**src/rtl/tsem_pkg.sv**
```systemverilog
package tsem_pkg;
  typedef struct packed {
    logic tex;
    logic wait_gate;
    logic grab;
    logic alu_wait;
  } tsem_flags_t;
endpackage

```
**src/rtl/tsem_gate_ctr.sv**
```systemverilog
module tsem_gate_ctr #(
  parameter int CNT_W = 3
) (
  input  logic clk,
  input  logic rst,
  input  logic inc,
  input  logic dec,
  input  logic close_grp,
  output logic busy,
  output logic full,
  output logic closed,
  output logic underflow
);
  localparam logic [CNT_W-1:0] CNT_MAX = {CNT_W{1'b1}};
  localparam logic [CNT_W-1:0] CNT_ONE = {{(CNT_W-1){1'b0}}, 1'b1};

  logic [CNT_W-1:0] cnt_q;
  logic             closed_q;

  assign busy      = (cnt_q != '0);
  assign full      = (cnt_q == CNT_MAX);
  assign closed    = closed_q;
  assign underflow = dec && !inc && !busy;

  always_ff @(posedge clk) begin
    if (rst) begin
      cnt_q    <= '0;
      closed_q <= 1'b0;
    end else begin
      if (inc && !dec)
        cnt_q <= cnt_q + CNT_ONE;
      else if (dec && !inc && busy)
        cnt_q <= cnt_q - CNT_ONE;

      if (inc && close_grp)
        closed_q <= 1'b1;
      else if (dec && !inc && cnt_q <= CNT_ONE)
        closed_q <= 1'b0;
    end
  end
endmodule

```
**src/rtl/tsem_issue_ctl.sv**
```systemverilog
module tsem_issue_ctl
  import tsem_pkg::*;
#(
  parameter int NUM_SEM = 2,
  parameter int SEM_W   = 1
) (
  input  logic               valid,
  input  tsem_flags_t        flags,
  input  logic [SEM_W-1:0]   sel,
  input  logic [NUM_SEM-1:0] gate_busy,
  input  logic [NUM_SEM-1:0] gate_full,
  input  logic [NUM_SEM-1:0] gate_closed,
  input  logic               alu_busy,
  output logic               ready,
  output logic               alu_iss,
  output logic               tex_iss,
  output logic               stall
);
  logic sel_busy, sel_full, sel_closed, block;

  always_comb begin
    sel_busy   = 1'b0;
    sel_full   = 1'b0;
    sel_closed = 1'b0;
    for (int i = 0; i < NUM_SEM; i++) begin
      if (sel == SEM_W'(i)) begin
        sel_busy   = gate_busy[i];
        sel_full   = gate_full[i];
        sel_closed = gate_closed[i];
      end
    end
  end

  always_comb begin
    block = flags.wait_gate && sel_busy;
    if (flags.tex)
      block = block || sel_closed || sel_full || (flags.alu_wait && alu_busy);
  end

  assign ready   = !block;
  assign alu_iss = valid && ready && !flags.tex;
  assign tex_iss = valid && ready && flags.tex;
  assign stall   = valid && block;
endmodule

```
**src/rtl/tsem_issue_gate.sv**
```systemverilog
module tsem_issue_gate
  import tsem_pkg::*;
#(
  parameter int NUM_SEM = 2,
  parameter int CNT_W   = 3,
  localparam int SEM_W  = (NUM_SEM > 1) ? $clog2(NUM_SEM) : 1
) (
  input  logic             clk,
  input  logic             rst,
  input  logic             in_valid,
  output logic             in_ready,
  input  logic             in_tex,
  input  logic             in_wait,
  input  logic             in_grab,
  input  logic             in_alu_wait,
  input  logic [SEM_W-1:0] in_sem,
  input  logic             tex_ret,
  input  logic [SEM_W-1:0] tex_ret_sem,
  input  logic             alu_busy,
  output logic             alu_issue,
  output logic             tex_issue,
  output logic             stall,
  output logic             ret_err
);
  tsem_flags_t        flags;
  logic [NUM_SEM-1:0] gate_busy, gate_full, gate_closed, gate_uflow;
  logic [NUM_SEM-1:0] gate_inc, gate_dec;
  logic               err_q;

  assign flags = '{tex: in_tex, wait_gate: in_wait, grab: in_grab, alu_wait: in_alu_wait};

  tsem_issue_ctl #(.NUM_SEM(NUM_SEM), .SEM_W(SEM_W)) u_ctl (
    .valid(in_valid), .flags(flags), .sel(in_sem),
    .gate_busy(gate_busy), .gate_full(gate_full), .gate_closed(gate_closed),
    .alu_busy(alu_busy), .ready(in_ready), .alu_iss(alu_issue),
    .tex_iss(tex_issue), .stall(stall)
  );

  for (genvar g = 0; g < NUM_SEM; g++) begin : g_gate
    assign gate_inc[g] = tex_issue && (in_sem == SEM_W'(g));
    assign gate_dec[g] = tex_ret && (tex_ret_sem == SEM_W'(g));

    tsem_gate_ctr #(.CNT_W(CNT_W)) u_ctr (
      .clk(clk), .rst(rst), .inc(gate_inc[g]), .dec(gate_dec[g]),
      .close_grp(in_grab), .busy(gate_busy[g]), .full(gate_full[g]),
      .closed(gate_closed[g]), .underflow(gate_uflow[g])
    );
  end

  always_ff @(posedge clk) begin
    if (rst) err_q <= 1'b0;
    else     err_q <= err_q || (|gate_uflow);
  end

  assign ret_err = err_q;
endmodule

```
**config.mk**
```make
export PLATFORM = sky130hd
export DESIGN_NAME = tsem_issue_gate
export DESIGN_NICKNAME = d
export VERILOG_FILES = /design/src/rtl/tsem_pkg.sv /design/src/rtl/tsem_gate_ctr.sv /design/src/rtl/tsem_issue_ctl.sv /design/src/rtl/tsem_issue_gate.sv
export SDC_FILE = /design/constraint.sdc
export NUM_CORES = 1
export LEC_CHECK = 0
export BUFFER_PORTS_ARGS = -buffer_cell sky130_fd_sc_hd__buf_2
export CORE_ASPECT_RATIO = 0.9
export CORE_UTILIZATION = 50
export DETAILED_ROUTE_END_ITERATION = 7
export GPL_TIMING_DRIVEN = 0
export PLACE_DENSITY_LB_ADDON = 0.2
export SYNTH_ARGS = -nofsm -noshare
export SYNTH_HDL_FRONTEND = slang
export SYNTH_SLANG_ARGS = --single-unit
```
**constraint.sdc**
```tcl
create_clock -name clk -period 2.1 [get_ports clk]
set_input_delay 0.21 -clock clk [delete_from_list [all_inputs] [get_ports clk]]
set_output_delay 0.21 -clock clk [all_outputs]
set_load 0.1 [all_outputs]
```
==> impl_metrics.env <==
export IMPL_power_uw=795
export IMPL_routed_wl_mm=2.03
export IMPL_maxSlewViolCount=0
export IMPL_die_w_um=45.5
export IMPL_syn_nets=123
export IMPL_fin_area_um2=1100
export IMPL_ys_seq_area_share_pct=21.2
export IMPL_htree_levels=1
export IMPL_hold_buffers=0
export IMPL_cts_tree="built"
export IMPL_worst_r2r_setup_slack_ps=220
export IMPL_ys_warn_count=0
export IMPL_rsz0062_at_grt="false"
export IMPL_dp_hpwl_mm=1.61
export IMPL_netlist_area_um2=850
export IMPL_critical_path_buf_inv_count=2
export IMPL_place_ws_ps=93.3
export IMPL_min_path_cells=3
export IMPL_rr_worst_depth=7
export IMPL_ys_top_cells_by_area="dfxtp_1 (21%), ha_1 (12%), nand2_1 (5.3%), a21oi_1 (3.5%), nand2b_4 (3.2%)"
export IMPL_clockRootBuffer="clkbuf_4"
export IMPL_p_per_area_nw_per_um2=724
export IMPL_num_vias=865
export IMPL_synth_edf_count=0
export IMPL_crit_family="simple AND/OR/NAND/NOR gates"
export IMPL_cp_required_ps=1890
export IMPL_std_cell_rows=13
export IMPL_place_area_um2=1030
export IMPL_max_freq_mhz=500
export IMPL_layout_setup_ws_ps=102
export IMPL_status="completed"
export IMPL_synth_cell_types=41
export IMPL_drive_above_1_share_pct=33.6
export IMPL_grt_pass1_vias=725
export IMPL_finalNetCount=145
export IMPL_worst_pin_slew_ps=484
export IMPL_cap_violations=0
export IMPL_async_flop_share_pct=0
export IMPL_ys_ff_latch=9
export IMPL_leakagePower_uw=0.000434
export IMPL_yosysTopAreaCell="dfxtp_1"
export IMPL_initial_core_util_pct=56.2
export IMPL_syn_to_final_growth_pct=29.3
export IMPL_clk_latency_ps=250
export IMPL_crit_fanout=6
export IMPL_grt_pass1_wl_mm=3.13
export IMPL_grt_overflow_total=0
export IMPL_utilization_pct=72.6
export IMPL_grt_usage_pct=24.5
export IMPL_ios=16
export IMPL_clock_sinks=9
export IMPL_worstPathCellList="inv_2 -> ha_2 -> nand2b_4 -> nand3_1 -> o21ai_4 -> a21oi_4 -> and3_4 -> buf_12"
export IMPL_max_stage_delay_ps=370
export IMPL_hold_viol_final=0
export IMPL_skew_ps=0.974
export IMPL_r2r_end="g_gate[0].u_ctr.cnt_q[2]$_SDFFE_PP0P_"
export IMPL_dr_pass1_iters=4
export IMPL_ir_worst_vdd_uv=535
export IMPL_vias_per_cell=5.88
export IMPL_drtIter0Drc=29
export IMPL_core_um2=1510
export IMPL_path_depth=8
export IMPL_r2r_start="g_gate[0].u_ctr.cnt_q[1]$_SDFFE_PP0P_"
export IMPL_endpoint_kind="primary output"
export IMPL_maxSlewHeadroom_pct=68.0
export IMPL_setup_violations_final=0
export IMPL_dpl_cell_count=141
export IMPL_endpoint="tex_issue"
export IMPL_path_class="reg -> out"
export IMPL_cp_arrival_ps=1790
export IMPL_cp_start_kind="flop"
export IMPL_grt_antenna_before_repair=0
export IMPL_grt_max_degree=11
export IMPL_clk_pin_slew_ps=70
export IMPL_routabilityCongestion=0.932
export IMPL_min_period_ps=2000
export IMPL_wl_per_cell_um=13.8
export IMPL_cp_slowest_cell="dfxtp_1"
export IMPL_cts_made_buffers=3
export IMPL_avgSynthCellArea_um2=8.17
export IMPL_antennaDiodeCount=0
export IMPL_port_buffers=15
export IMPL_fill_cells=132
export IMPL_fin_crit_sh_pct=95.2
export IMPL_synth_top_area_share_pct=21.2
export IMPL_ant_nets=0
export IMPL_clock_path_buffers=2
export IMPL_fp_dieH_um=41.1
export IMPL_syn_inst=104
export IMPL_drc_errors=0
export IMPL_hp_class="in -> reg"
export IMPL_final_cells=147
export IMPL_die_area_um2=1870
export IMPL_synth_flop_cell="dfxtp_1"
export IMPL_cp_startpoint="g_gate[0].u_ctr.cnt_q[1]$_SDFFE_PP0P_"
where the power goes:
part	switching [uW]	internal, uW
Combinational	263	164
Clock	65.9	73.2
Sequential	36.0	194
cells in the mapped netlist (all sizes together) (3+ instances only):
cell and count:
nand3 5, and3 3, nor2 7, and2 3, nor2b 3, inv 7
nand2b 4, o21ai 6, dfxtp 9, ha 8, nand2 12, a21oi 7
routing by layer:
metal	share of wire, %	vias up	track usage [%]
li1	-	430	-
met1	48	391	33.9
met2	44	40	39.3
met3	6.4	4	2.64
met4	1.3	0	9.09
met5	0	-	0
metrics by stage:
| stage | TNS, ps | hold WS [ps] |
|---|---|---|
| 2_1_floorplan | -123 | 332 |
| 3_3_place_gp | 0 | 455 |
| 3_5_place_dp | 0 | 456 |
| 4_1_cts | 0 | 205 |
| 5_1_grt | 0 | 207 |
| 6_report | 0 | 201 |
layout by cell type (no fill, tap or decap), drive strengths merged, types with 2 or more instances in the layout:
cell,Yosys,layout
ha,8,8
nand2b,4,4
a21oi,7,7
inv,7,7
nand3,5,5
nor3,2,2
nor2b,3,3
and3,3,3
clkbuf,1,5
nor3b,2,2
mux2i,2,2
mux2,2,2
nor2,7,7
and2,3,3
dfxtp,9,9
nand2,12,12
a21boi,2,2
o311ai,2,2
buf,0,17
a31oi,2,2
o21ai,6,6
worst min path at each step:
stage / start / endpoint / slack (ps)
finish: in_grab / g_gate[1].u_ctr.closed$_SDFFE_PP0P_ / 200
global route: in_grab / g_gate[1].u_ctr.closed$_SDFFE_PP0P_ / 210
CTS: in_grab / g_gate[1].u_ctr.closed$_SDFFE_PP0P_ / 200
detailed placement: g_gate[0].u_ctr.closed$_SDFFE_PP0P_ / g_gate[0].u_ctr.closed$_SDFFE_PP0P_ / 460
global placement: g_gate[0].u_ctr.closed$_SDFFE_PP0P_ / g_gate[0].u_ctr.closed$_SDFFE_PP0P_ / 450
floorplan: rst / g_gate[1].u_ctr.cnt_q[1]$_SDFFE_PP0P_ / 330
what timing repair did:
| item | in CTS | in global routing |
|---|---|---|
| endpoints found under the setup margin | 4 | 1 |
| hold endpoints to repair | 0 | 0 |
| resized for setup | 5 | 3 |
| buffers inserted | 0 | 2 |
| pin swaps | 1 | 2 |
flip-flops by register name, indices dropped and copies added, names as in the netlist:
signal,flops
g_gate.u_ctr.closed,2
g_gate.u_ctr.cnt_q,6
ret_err,1
worst min-delay path: cells and delay by family:
kind / cells / cell delay, ps
and+or+nand+nor: 1 / 50
buffers and inverters: 1 / 110
AOI/OAI and AO/OA: 1 / 50
cell type report:
type	count	area, um2	share of cell area [%]
multi-input combinational	87	708	64.5
tap	22	27.5	2.51
inverter	7	31.3	2.85
sequential	9	189	17.2
clock buffer	4	26.3	2.39
buffer	1	3.75	0.342
timing repair buffer	17	113	10.3
cells by family after synthesis:
kind of cell    share of synthesized area (%)
compound gates                           27.7
fa+ha+maj                                11.8
mux                                      5.01
buf+inv                                  3.53
flops                                    21.2
simple gates                             30.8
(Power assumes the default switching activity.)
